$ cat config.mk
export PLATFORM = sky130hd
export DESIGN_NAME = tw_reg_slave
export DESIGN_NICKNAME = d
export VERILOG_FILES = /design/src/rtl/tw_reg_pkg.sv /design/src/rtl/tw_reg_ctrl.sv /design/src/rtl/tw_reg_dpath.sv /design/src/rtl/tw_reg_slave.sv
export SDC_FILE = /design/constraint.sdc
export NUM_CORES = 1
export LEC_CHECK = 0
export BUFFER_PORTS_ARGS = -buffer_cell sky130_fd_sc_hd__buf_4
export CORE_MARGIN = 2
export CORE_UTILIZATION = 55
export CTS_BUF_LIST = sky130_fd_sc_hd__clkbuf_2 sky130_fd_sc_hd__clkbuf_4 sky130_fd_sc_hd__clkbuf_8
export CTS_CLUSTER_DIAMETER = 100
export DETAILED_ROUTE_END_ITERATION = 12
export GPL_TIMING_DRIVEN = 0
export PLACE_DENSITY_LB_ADDON = 0.3
export SETUP_SLACK_MARGIN = 0.15
export SYNTH_ARGS = -nofsm -noshare
export SYNTH_HDL_FRONTEND = slang
export SYNTH_SLANG_ARGS = --single-unit
$ cat constraint.sdc
create_clock -name clk -period 3.6 [get_ports clk]
set_clock_uncertainty 0.05 [all_clocks]
set_input_delay 0.36 -clock clk [delete_from_list [all_inputs] [get_ports clk]]
set_output_delay 0.36 -clock clk [all_outputs]
set_load 0.02 [all_outputs]
$ cat src/rtl/tw_reg_pkg.sv
package tw_reg_pkg;
  localparam int ADDR_W     = 6;
  localparam int DATA_W     = 8;
  localparam int RES_W      = 3;
  localparam int FRAME_BITS = ADDR_W + 2 + DATA_W;
  localparam int CNT_W      = $clog2(FRAME_BITS + 1);
  // bit positions inside a frame (index = number of rising edges already seen)
  localparam int DIR_IDX    = ADDR_W;
  localparam int GAP_IDX    = ADDR_W + 1;
  localparam int DATA_IDX   = ADDR_W + 2;
  localparam int LAST_IDX   = FRAME_BITS - 1;
  // register map
  localparam logic [ADDR_W-1:0] ADDR_SCRATCH = 6'h00;
  localparam logic [ADDR_W-1:0] ADDR_ID      = 6'h01;
  localparam logic [ADDR_W-1:0] ADDR_RES     = 6'h02;
  localparam logic [ADDR_W-1:0] ADDR_CTL     = 6'h03;
  localparam int OWN_BIT = 7;
  localparam int PWR_BIT = 0;

  typedef struct packed {
    logic shiftIn;   // capture one received bit
    logic commitWr;  // last bit of a write frame arrives now
    logic loadRd;    // load read byte into output shifter
    logic shiftOut;  // advance output shifter
  } strobe_t;
endpackage

$ cat src/rtl/tw_reg_ctrl.sv
module tw_reg_ctrl
  import tw_reg_pkg::*;
#(
  parameter int SYNC_STAGES = 2
) (
  input  logic             clk,
  input  logic             rstN,
  input  logic             sclk,
  input  logic             csn,
  input  logic             sdaIn,
  output strobe_t          strb,
  output logic             sdaSync,
  output logic             csnSync,
  output logic [CNT_W-1:0] bitCnt,
  output logic             isRead,
  output logic             sdaOe
);
  localparam int TOP = SYNC_STAGES - 1;

  logic [TOP:0] sclkSr, csnSr, sdaSr;
  logic sclkDly, sclkSync, rise, fall, inFrame;

  always_ff @(posedge clk or negedge rstN) begin
    if (!rstN) begin
      sclkSr  <= '0;
      csnSr   <= '1;
      sdaSr   <= '0;
      sclkDly <= 1'b0;
    end else begin
      sclkSr  <= {sclkSr[TOP-1:0], sclk};
      csnSr   <= {csnSr[TOP-1:0], csn};
      sdaSr   <= {sdaSr[TOP-1:0], sdaIn};
      sclkDly <= sclkSr[TOP];
    end
  end

  assign sclkSync = sclkSr[TOP];
  assign csnSync  = csnSr[TOP];
  assign sdaSync  = sdaSr[TOP];
  assign inFrame  = !csnSync;
  assign rise     = inFrame && sclkSync && !sclkDly;
  assign fall     = inFrame && !sclkSync && sclkDly;

  always_comb begin
    strb          = '0;
    strb.shiftIn  = rise && (bitCnt < CNT_W'(FRAME_BITS)) && (bitCnt != CNT_W'(GAP_IDX));
    strb.commitWr = rise && (bitCnt == CNT_W'(LAST_IDX)) && !isRead;
    strb.loadRd   = fall && isRead && (bitCnt == CNT_W'(DATA_IDX));
    strb.shiftOut = fall && isRead && (bitCnt > CNT_W'(DATA_IDX))
                    && (bitCnt < CNT_W'(FRAME_BITS));
  end

  always_ff @(posedge clk or negedge rstN) begin
    if (!rstN) begin
      bitCnt <= '0;
      isRead <= 1'b0;
      sdaOe  <= 1'b0;
    end else if (!inFrame) begin
      bitCnt <= '0;
      isRead <= 1'b0;
      sdaOe  <= 1'b0;
    end else begin
      if (rise && bitCnt < CNT_W'(FRAME_BITS)) begin
        bitCnt <= bitCnt + 1'b1;
        if (bitCnt == CNT_W'(DIR_IDX)) isRead <= sdaSync;
      end
      if (strb.loadRd) sdaOe <= 1'b1;
      else if (fall && bitCnt == CNT_W'(FRAME_BITS)) sdaOe <= 1'b0;
    end
  end
endmodule

$ cat src/rtl/tw_reg_dpath.sv
module tw_reg_dpath
  import tw_reg_pkg::*;
#(
  parameter logic [3:0]        CHIP_ID  = 4'hA,
  parameter logic [3:0]        VERSION  = 4'h3,
  parameter logic [DATA_W-1:0] RES_INIT = 8'h07
) (
  input  logic              clk,
  input  logic              rstN,
  input  strobe_t           strb,
  input  logic              sdaSync,
  input  logic [RES_W-1:0]  strapRes,
  input  logic              strapActive,
  output logic              sdaOut,
  output logic [RES_W-1:0]  resOut,
  output logic              standby,
  output logic [DATA_W-1:0] scratchQ,
  output logic [DATA_W-1:0] resQ,
  output logic [DATA_W-1:0] ctlQ,
  output logic [ADDR_W-1:0] wrAddr
);
  localparam int SR_W = FRAME_BITS - 2;  // pad bit is never stored, last bit taken live
  localparam logic [DATA_W-1:0] ID_BYTE = {CHIP_ID, VERSION};

  logic [SR_W-1:0]   inSr;
  logic [SR_W:0]     frame;
  logic [DATA_W-1:0] wrData, rdVal, outSr;
  logic [ADDR_W-1:0] rdAddr;
  logic              wrOk;

  assign frame  = {inSr, sdaSync};
  assign wrAddr = frame[SR_W -: ADDR_W];
  assign wrData = frame[DATA_W-1:0];
  assign wrOk   = strb.commitWr && !frame[DATA_W];  // direction bit must say write
  assign rdAddr = inSr[ADDR_W:1];

  always_comb begin
    unique case (rdAddr)
      ADDR_SCRATCH: rdVal = scratchQ;
      ADDR_ID:      rdVal = ID_BYTE;
      ADDR_RES:     rdVal = resQ;
      ADDR_CTL:     rdVal = ctlQ;
      default:      rdVal = '0;
    endcase
  end

  always_ff @(posedge clk or negedge rstN) begin
    if (!rstN) begin
      inSr     <= '0;
      outSr    <= '0;
      scratchQ <= '0;
      resQ     <= RES_INIT;
      ctlQ     <= '0;
    end else begin
      if (strb.shiftIn) inSr <= {inSr[SR_W-2:0], sdaSync};
      if (strb.loadRd) outSr <= rdVal;
      else if (strb.shiftOut) outSr <= {outSr[DATA_W-2:0], 1'b0};
      if (wrOk) begin
        case (wrAddr)
          ADDR_SCRATCH: scratchQ <= wrData;
          ADDR_RES:     resQ     <= wrData;
          ADDR_CTL:     ctlQ     <= wrData;
          default:      ;
        endcase
      end
    end
  end

  assign sdaOut  = outSr[DATA_W-1];
  assign resOut  = ctlQ[OWN_BIT] ? resQ[RES_W-1:0] : strapRes;
  assign standby = ctlQ[OWN_BIT] ? !ctlQ[PWR_BIT] : !strapActive;
endmodule

$ cat src/rtl/tw_reg_slave.sv
module tw_reg_slave
  import tw_reg_pkg::*;
#(
  parameter int                SYNC_STAGES = 2,
  parameter logic [3:0]        CHIP_ID     = 4'hA,
  parameter logic [3:0]        VERSION     = 4'h3,
  parameter logic [DATA_W-1:0] RES_INIT    = 8'h07
) (
  input  logic             clk,
  input  logic             rstN,
  input  logic             csn,
  input  logic             sclk,
  input  logic             sdaIn,
  output logic             sdaOut,
  output logic             sdaOe,
  input  logic [RES_W-1:0] strapRes,
  input  logic             strapActive,
  output logic [RES_W-1:0] resOut,
  output logic             standby
);
  strobe_t           strb;
  logic              sdaSync, csnSync, isRead;
  logic [CNT_W-1:0]  bitCnt;
  logic [DATA_W-1:0] scratchQ, resQ, ctlQ;
  logic [ADDR_W-1:0] wrAddr;

  tw_reg_ctrl #(.SYNC_STAGES(SYNC_STAGES)) uCtrl (
    .clk(clk), .rstN(rstN), .sclk(sclk), .csn(csn), .sdaIn(sdaIn),
    .strb(strb), .sdaSync(sdaSync), .csnSync(csnSync), .bitCnt(bitCnt),
    .isRead(isRead), .sdaOe(sdaOe)
  );

  tw_reg_dpath #(.CHIP_ID(CHIP_ID), .VERSION(VERSION), .RES_INIT(RES_INIT)) uDpath (
    .clk(clk), .rstN(rstN), .strb(strb), .sdaSync(sdaSync),
    .strapRes(strapRes), .strapActive(strapActive), .sdaOut(sdaOut),
    .resOut(resOut), .standby(standby), .scratchQ(scratchQ), .resQ(resQ),
    .ctlQ(ctlQ), .wrAddr(wrAddr)
  );
endmodule

==> out/qor.yml, run 1 <==
final_max_slew_viol_count: 0
drc: 0
period_share_pct: 63.3
synth-seq-cells: 60
yosys_warnings: 0
die-area_mm2: 0.00561
p_leak_nw: 1.51
worstSetupPathType: "flip-flop to flip-flop"
cap_viol_max_count: 0
p_clk_share_pct: 40.0
gp_congestion: 0.765
grt_pass1_vias: 1782
p_sw_uw: 449
finalSetupViolations: 0
synth_cell_types: 38
grtUsageTotal_pct: 21.3
drt_first_pass_iters: 4
cts_buffers: 9
clockBufferDepth: 2
yosysSeqAreaShare_pct: 54.5
crit_fanout: 8
cts_tree: "done"
drtIter0Drc: 69
vias: 1678
area_growth_pct: 14.9
diodes: 0
nNetsFinal: 240
finalHoldViolCount: 0
cts_hold_buf: 0
avgSynthCellArea_um2: 13.7
root_buffer: "clkbuf_8"
insertion_delay_ns: 0.35
std_cell_rows: 25
status: "complete, no violations"
fillers: 373
placed_area_mm2: 0.00295
max_freq_mhz: 439
syn_area_mm2: 0.00277
ant_nets: 0
gr-total-overflow: 0
synth_edf_count: 0
combinationalPowerShare_pct: 13.0
syn_nets: 215
portBuffers: 14
wl_per_cell_um: 16.4
powerDensity_mw_per_mm2: 526
io_pins: 15
core_mm2: 0.00479
cts.sinks: 60
tns_ns: 0
irDropWorstVdd_mv: 0.299
finalCriticalPeriod_ns: 2.28
sw_frac_of_total_pct: 26.8
async_flop_share_pct: 100
cts_resized: 0
die_h_um: 74.9
pwr-share-seq_pct: 46.9
min_path_type: "input pin to async pin"
drt_wl_total_um: 4910
critPathArrivalTime_ns: 2.46
crit_path_start_kind: "flip-flop"
ys.flop_type: "dfrtp_1"
start_util_pct: 57.8
max_slew_margin_pct: 50.8
grt_max_degree: 61
tightestPinTransition_ns: 0.738
crit_path_end_kind: "flip-flop"
required_ns: 3.78
vias_per_cell: 5.61
drive_gt1_share_pct: 40.5
intPower_mw: 1.22
die_w_um: 74.9
grt_setup_unrepaired: "no"
clkTransAtPathRegs_ns: 0.07
syn_inst: 202
dp_hpwl_um: 3320
grt_pass1_wl_um: 8560
htreeDepth: 3
cts_setup_buffers: 0
stdcell_area_mm2: 0.00318
antenna_found_initial: 0
==> logic make-up (layout without fill, tap and decap cells) <==
logic type	Yosys count	in the layout	share of synthesized area, %
AOI/OAI and AO/OA	23	23	6.24
xor gates and xnor gates	1	1	0.317
adders and majority gates	4	4	1.81
buffers and inverters	22	52	3.71
DFF	60	60	54.5
muxes	52	52	22.3
and+or+nand+nor	40	40	11.1
==> power by group through the flow <==
stage	sequential (mW)	clock, mW	combinational (mW)
3_5_place_dp	0.798	0	0.219
2_1_floorplan	0.776	0	0.160
5_1_grt	0.795	0.724	0.237
3_3_place_gp	0.796	0	0.217
4_1_cts	0.786	0.682	0.220
6_report	0.785	0.669	0.218
==> flip-flops by register name, indices dropped and copies added, names as in the netlist <==
signal	cells
uDpath.ctlQ	8
uDpath.inSr	14
uCtrl.bitCnt	5
uCtrl.sclkSr	2
uCtrl.sclkDly	1
uCtrl.isRead	1
uDpath.scratchQ	8
uDpath.resQ	8
uCtrl.sdaOe	1
uDpath.outSr	8
uCtrl.csnSr	2
uCtrl.sdaSr	2
==> synthesized netlist by cell type, types with 5 or more instances <==
library cell | instances | area, µm²
dfstp_2 | 5 | 131
mux2_2 | 36 | 405
mux2i_1 | 6 | 60.1
o22ai_1 | 5 | 31.3
nor2b_1 | 5 | 31.3
dfrtp_1 | 55 | 1380
inv_1 | 12 | 45.0
nand4_1 | 9 | 56.3
mux2_4 | 10 | 150
o221ai_1 | 7 | 61.3
==> layout make-up <==
class,count,area (µm²),share of cell area (%)
Sequential cell,60,1510,47.5
Multi-Input combinational cell,120,1150,36.4
Clock buffer,9,124,3.90
Timing Repair Buffer,14,105,3.31
Clock inverter,7,98.8,3.11
Tap cell,67,83.8,2.64
Buffer,10,57.6,1.81
Inverter,12,45.0,1.42
==> path summary, 6_finish.rpt <==
path | from | to | slack [ns] | cells after the start
setup / recovery | uCtrl.bitCnt[0]$_DFFE_PN0P_ | uDpath.resQ[3]$_DFFE_PN0P_ | 1.32 | 6
hold / removal | rstN | uCtrl.sclkSr[1]$_DFF_PN0_ | 0.03 | 1
max in group asynchronous | rstN | uDpath.outSr[2]$_DFFE_PN0P_ | 2.99 | 1
setup reg to reg | uCtrl.bitCnt[0]$_DFFE_PN0P_ | uDpath.resQ[3]$_DFFE_PN0P_ | 1.32 | 6
min in group clk | sdaIn | uCtrl.sdaSr[0]$_DFF_PN0_ | 0.07 | 1
hold reg to reg | uCtrl.sclkSr[0]$_DFF_PN0_ | uCtrl.sclkSr[1]$_DFF_PN0_ | 0.30 | 0
==> through the flow <==
stage / hold slack (ns) / worst slack, ns / std cells / power [mW] / util [%]
after floorplan: 0.0144 / 1.64 / 202 / 0.936 / -
after global placement: 0.284 / 1.35 / 283 / 1.01 / 61.7
after detailed placement: 0.290 / 1.31 / 283 / 1.02 / 61.7
after CTS: 0.0463 / 1.29 / 299 / 1.69 / 66.4
after global routing: 0.0472 / 1.12 / 299 / 1.76 / 66.4
final: 0.0268 / 1.32 / 299 / 1.67 / 66.4
==> metal layers <==
metal	vias to the layer above	global-route usage (%)	routed length (µm)
met5	-	0	0
met4	0	7.14	39
met3	5	8.43	182
met2	21	33.0	2340
met1	858	27.6	2350
li1	794	-	-
==> cell usage in the layout, fill, tap and decap left out, drive strengths merged <==
| master | n |
|---|---|
| xnor2 | 1 |
| bufinv | 2 |
| a2bb2oi | 4 |
| clkinvlp | 1 |
| mux2 | 46 |
| nor4b | 2 |
| o41ai | 1 |
| clkbuf | 13 |
| o31ai | 1 |
| nand4 | 12 |
| nor3b | 1 |
| nand3 | 1 |
| nand4b | 1 |
| inv | 13 |
| or3 | 1 |
| nor4 | 2 |
| and2 | 3 |
| nand2 | 3 |
| or4b | 1 |
| nor2 | 2 |
| buf | 20 |
| nand2b | 4 |
| nor4bb | 1 |
| dfstp | 5 |
| ha | 4 |
| o221ai | 7 |
| and3 | 1 |
| dfrtp | 55 |
| o22ai | 5 |
| o21ai | 2 |
| a21oi | 3 |
| nor2b | 5 |
| clkinv | 3 |
| mux2i | 6 |
==> critical path: stages (launching register included) <==
cell	delay [ns]
dfrtp_1	0.41
ha_1	0.21
and3_1	0.17
ha_1	0.14
nor4b_2	0.38
nand4_2	0.41
mux2_2	0.39
Note: power is estimated with default switching activity, not from simulation.
==> run 2, diff against run 1 <==
Settings changed: ABC_AREA set to 1.
Clock period 3.6 ns to 2.3 ns, I/O delays scaled along.
==> run 2 against run 1 <==
First-iteration DRC count is 100% higher. Sequential cell count stayed put. Synthesized area hardly changed. Critical endpoint is now uDpath.ctlQ[6]$_DFFE_PN0P_. Worst setup slack worse by 0.98 ns. Largest power group unchanged. Synthesized cell count is 52% higher. Core utilization is 0.52 points higher. Clock-buffer cell count is 3 higher. Clock power is 32% higher. Routed wire length is 17% higher. Combinational power is 90% higher. Register-to-register slack worse by 0.98 ns.
==> out/qor.yml, run 2 <==
status: "complete, no violations"
fillers: 406  # +8.8%
yosysTopAreaCellShare_pct: 49.8  # about the same
grt_pass1_vias: 1989  # +12%
avgSynthCellArea_um2: 8.97  # -34%
tightestPinTransition_ns: 0.726  # -0.0125 ns
grt_pass1_wl_um: 9640  # +13%
synth-simple-area-share_pct: 22.9  # +12 points
cts_tree: "done"
ys_top_cells_by_area: "dfrtp_1 (50%), nand2_1 (9.5%), dfstp_2 (4.8%)"
syn_nets: 321  # +49%
ys.flop_type: "dfrtp_1"
synth_edf_count: 0  # unchanged
p_leak_nw: 1.45  # -3.5%
area_growth_pct: 15.9
cts_resized: 0  # unchanged
synth_cell_types: 28  # -26%
wl_per_cell_um: 14.0  # -15%
min_path_type: "flip-flop to flip-flop"
finalCriticalPeriod_ns: 1.96  # -0.316 ns
total_power_mw: 2.47  # +48%
syn_inst: 308  # +52%
largest_register_ff_count: 14  # unchanged
syn_area_mm2: 0.00276  # about the same
async_flop_share_pct: 100  # unchanged
synth_mux_area_share_pct: 0.362  # -22 points
critPathArrivalTime_ns: 2.15  # -0.31 ns
drc: 0  # unchanged
start_util_pct: 57.7  # about the same
drt_wl_total_um: 5760  # +17%
crit_fanout: 10  # +2
final_cell_mix: "nand2_1 (70), dfrtp_1 (55), inv_1 (30)"
std_cell_rows: 25  # unchanged
vias_per_cell: 5.25  # -6.4%
critical_path_buf_inv_count: 2  # +2
synth_top_family_by_area: "simple AND/OR/NAND/NOR gates"
antenna_found_initial: 0  # unchanged
crit_path_start_kind: "flip-flop"
crit_path_end_kind: "flip-flop"
die_w_um: 74.9  # about the same
synth.most_common_cell: "nand2_1"
required_ns: 2.49  # -1.29 ns
yosys.area.top_type: "dfrtp_1"
cts_buffers: 9  # unchanged
yosysSeqAreaShare_pct: 54.6  # about the same
ant_nets: 0  # unchanged
top_register: "uDpath.inSr"
max_freq_mhz: 509  # +16%
powerDensity_mw_per_mm2: 770  # +46%
critPathTopFamily: "simple AND/OR/NAND/NOR gates"
gr-total-overflow: 0  # unchanged
worstSetupPathDepth: 10  # +4
worstSetupPathType: "flip-flop to flip-flop"
yosys_warnings: 0  # unchanged
max_stage_delay_ns: 0.40  # about the same
die_h_um: 74.9  # about the same
grt_max_degree: 61  # unchanged
io_pins: 15  # unchanged
finalSetupViolations: 0  # unchanged
core_mm2: 0.00479  # unchanged
htreeDepth: 3  # unchanged
root_buffer: "clkbuf_8"
final_max_slew_viol_count: 0  # unchanged
clkTransAtPathRegs_ns: 0.07  # about the same
drtIter0Drc: 140  # +100%
path_cells: "ha_1 -> nand2_1 -> nor2_1 -> ha_1 -> inv_1 -> nor4_4 -> nand2_2 -> buf_6 -> nand2_1 -> o21ai_2"
rr_worst_depth: 10  # +4
vias: 2164  # +29%
synth_compound_area_share_pct: 13.7  # +7.4 points
finalHoldViolCount: 0  # unchanged
cap_viol_max_count: 0  # unchanged
insertion_delay_ns: 0.34  # about the same
synth-adder-area-share_pct: 1.81  # about the same
grt_setup_unrepaired: "no"
nNetsFinal: 353  # +47%
dp_hpwl_um: 3830  # +15%
synthTopCellsByCount: "nand2_1 (70), dfrtp_1 (55), inv_1 (30), nand3_1 (24)"
irDropWorstVdd_mv: 0.526  # +76%
diodes: 0  # unchanged
max_slew_margin_pct: 51.6  # +0.83 points
tns_ns: 0  # unchanged
synthXorXnorAreaFrac_pct: 0  # -0.32 points
final_common_cell: "nand2_1"
cts.sinks: 60  # unchanged
die-area_mm2: 0.00561  # about the same
gp_congestion: 0.862  # +13%
period_share_pct: 85.4  # +22 points
crit_slowest_cell: "dfrtp_1"
synth-seq-cells: 60  # unchanged
clockBufferDepth: 2  # unchanged
drive_gt1_share_pct: 19.4  # -21 points
portBuffers: 14  # unchanged
hold_depth: 0
grtUsageTotal_pct: 24.2  # +2.9 points
drt_first_pass_iters: 4  # unchanged
==> run 2: per-stage QoR <==
step	hold WS [ns]	utilization, %	std cells	instance area [µm²]	setup WS [ns]
finish	0.300	66.9	412	3200	0.336
global route	0.317	66.9	412	3200	0.177
CTS	0.300	66.4	409	3180	0.161
detailed placement	0.285	61.7	389	2950	0.214
global placement	0.285	61.7	389	2950	0.232
floorplan	-0.116	-	308	2760	0.464
==> run 2: final timing paths <==
kind                                              from                          end  slack [ns]
max                        uCtrl.bitCnt[1]$_DFFE_PN0P_   uDpath.ctlQ[6]$_DFFE_PN0P_        0.34
min                           uCtrl.sdaSr[0]$_DFF_PN0_     uCtrl.sdaSr[1]$_DFF_PN0_        0.30
max reg2reg                uCtrl.bitCnt[1]$_DFFE_PN0P_   uDpath.ctlQ[6]$_DFFE_PN0P_        0.34
min reg2reg                   uCtrl.sdaSr[0]$_DFF_PN0_     uCtrl.sdaSr[1]$_DFF_PN0_        0.30
max in group asynchronous                         rstN   uDpath.ctlQ[4]$_DFFE_PN0P_        1.28
min in group asynchronous                         rstN  uDpath.inSr[10]$_DFFE_PN0P_        0.45
==> run 2: kinds of logic after synthesis <==
| logic type | after synthesis |
|---|---|
| AOI/OAI and AO/OA | 69 |
| adders and majority gates | 4 |
| buffers and inverters | 40 |
| DFF | 60 |
| muxes | 1 |
| and+or+nand+nor | 134 |
==> run 2: area by class of cell <==
type	count	area (µm²)	area share (%)
Sequential cell	60	1510	47.1
Multi-Input combinational cell	208	1070	33.4
Timing Repair Buffer	21	168	5.24
Clock buffer	12	165	5.16
Inverter	33	125	3.91
Tap cell	67	83.8	2.62
Buffer	7	60.1	1.88
Clock inverter	4	22.5	0.703
==> run 2: where the power goes <==
| part | total (mW) | internal, mW | switching (mW) |
|---|---|---|---|
| Clock | 0.883 | 0.473 | 0.410 |
| Sequential | 1.17 | 1.12 | 0.0506 |
| Combinational | 0.415 | 0.118 | 0.296 |
| Total | 2.47 | 1.71 | 0.757 |
==> run 2: timing repair <==
item | CTS | global route
setup endpoints to repair | 0 | 24
setup buffers | 0 | 3
hold buffers | 4 | 0
hold endpoints to repair | 58 | 0
==> run 2: routing by layer <==
metal  global-route usage (%)  vias to the layer above  routed length, µm
li1                         -                     1087                  -
met1                     34.1                     1016               2760
met2                     33.1                       53               2580
met3                     9.24                        8                349
met4                     11.5                        0                 78
met5                        0                        -                  0
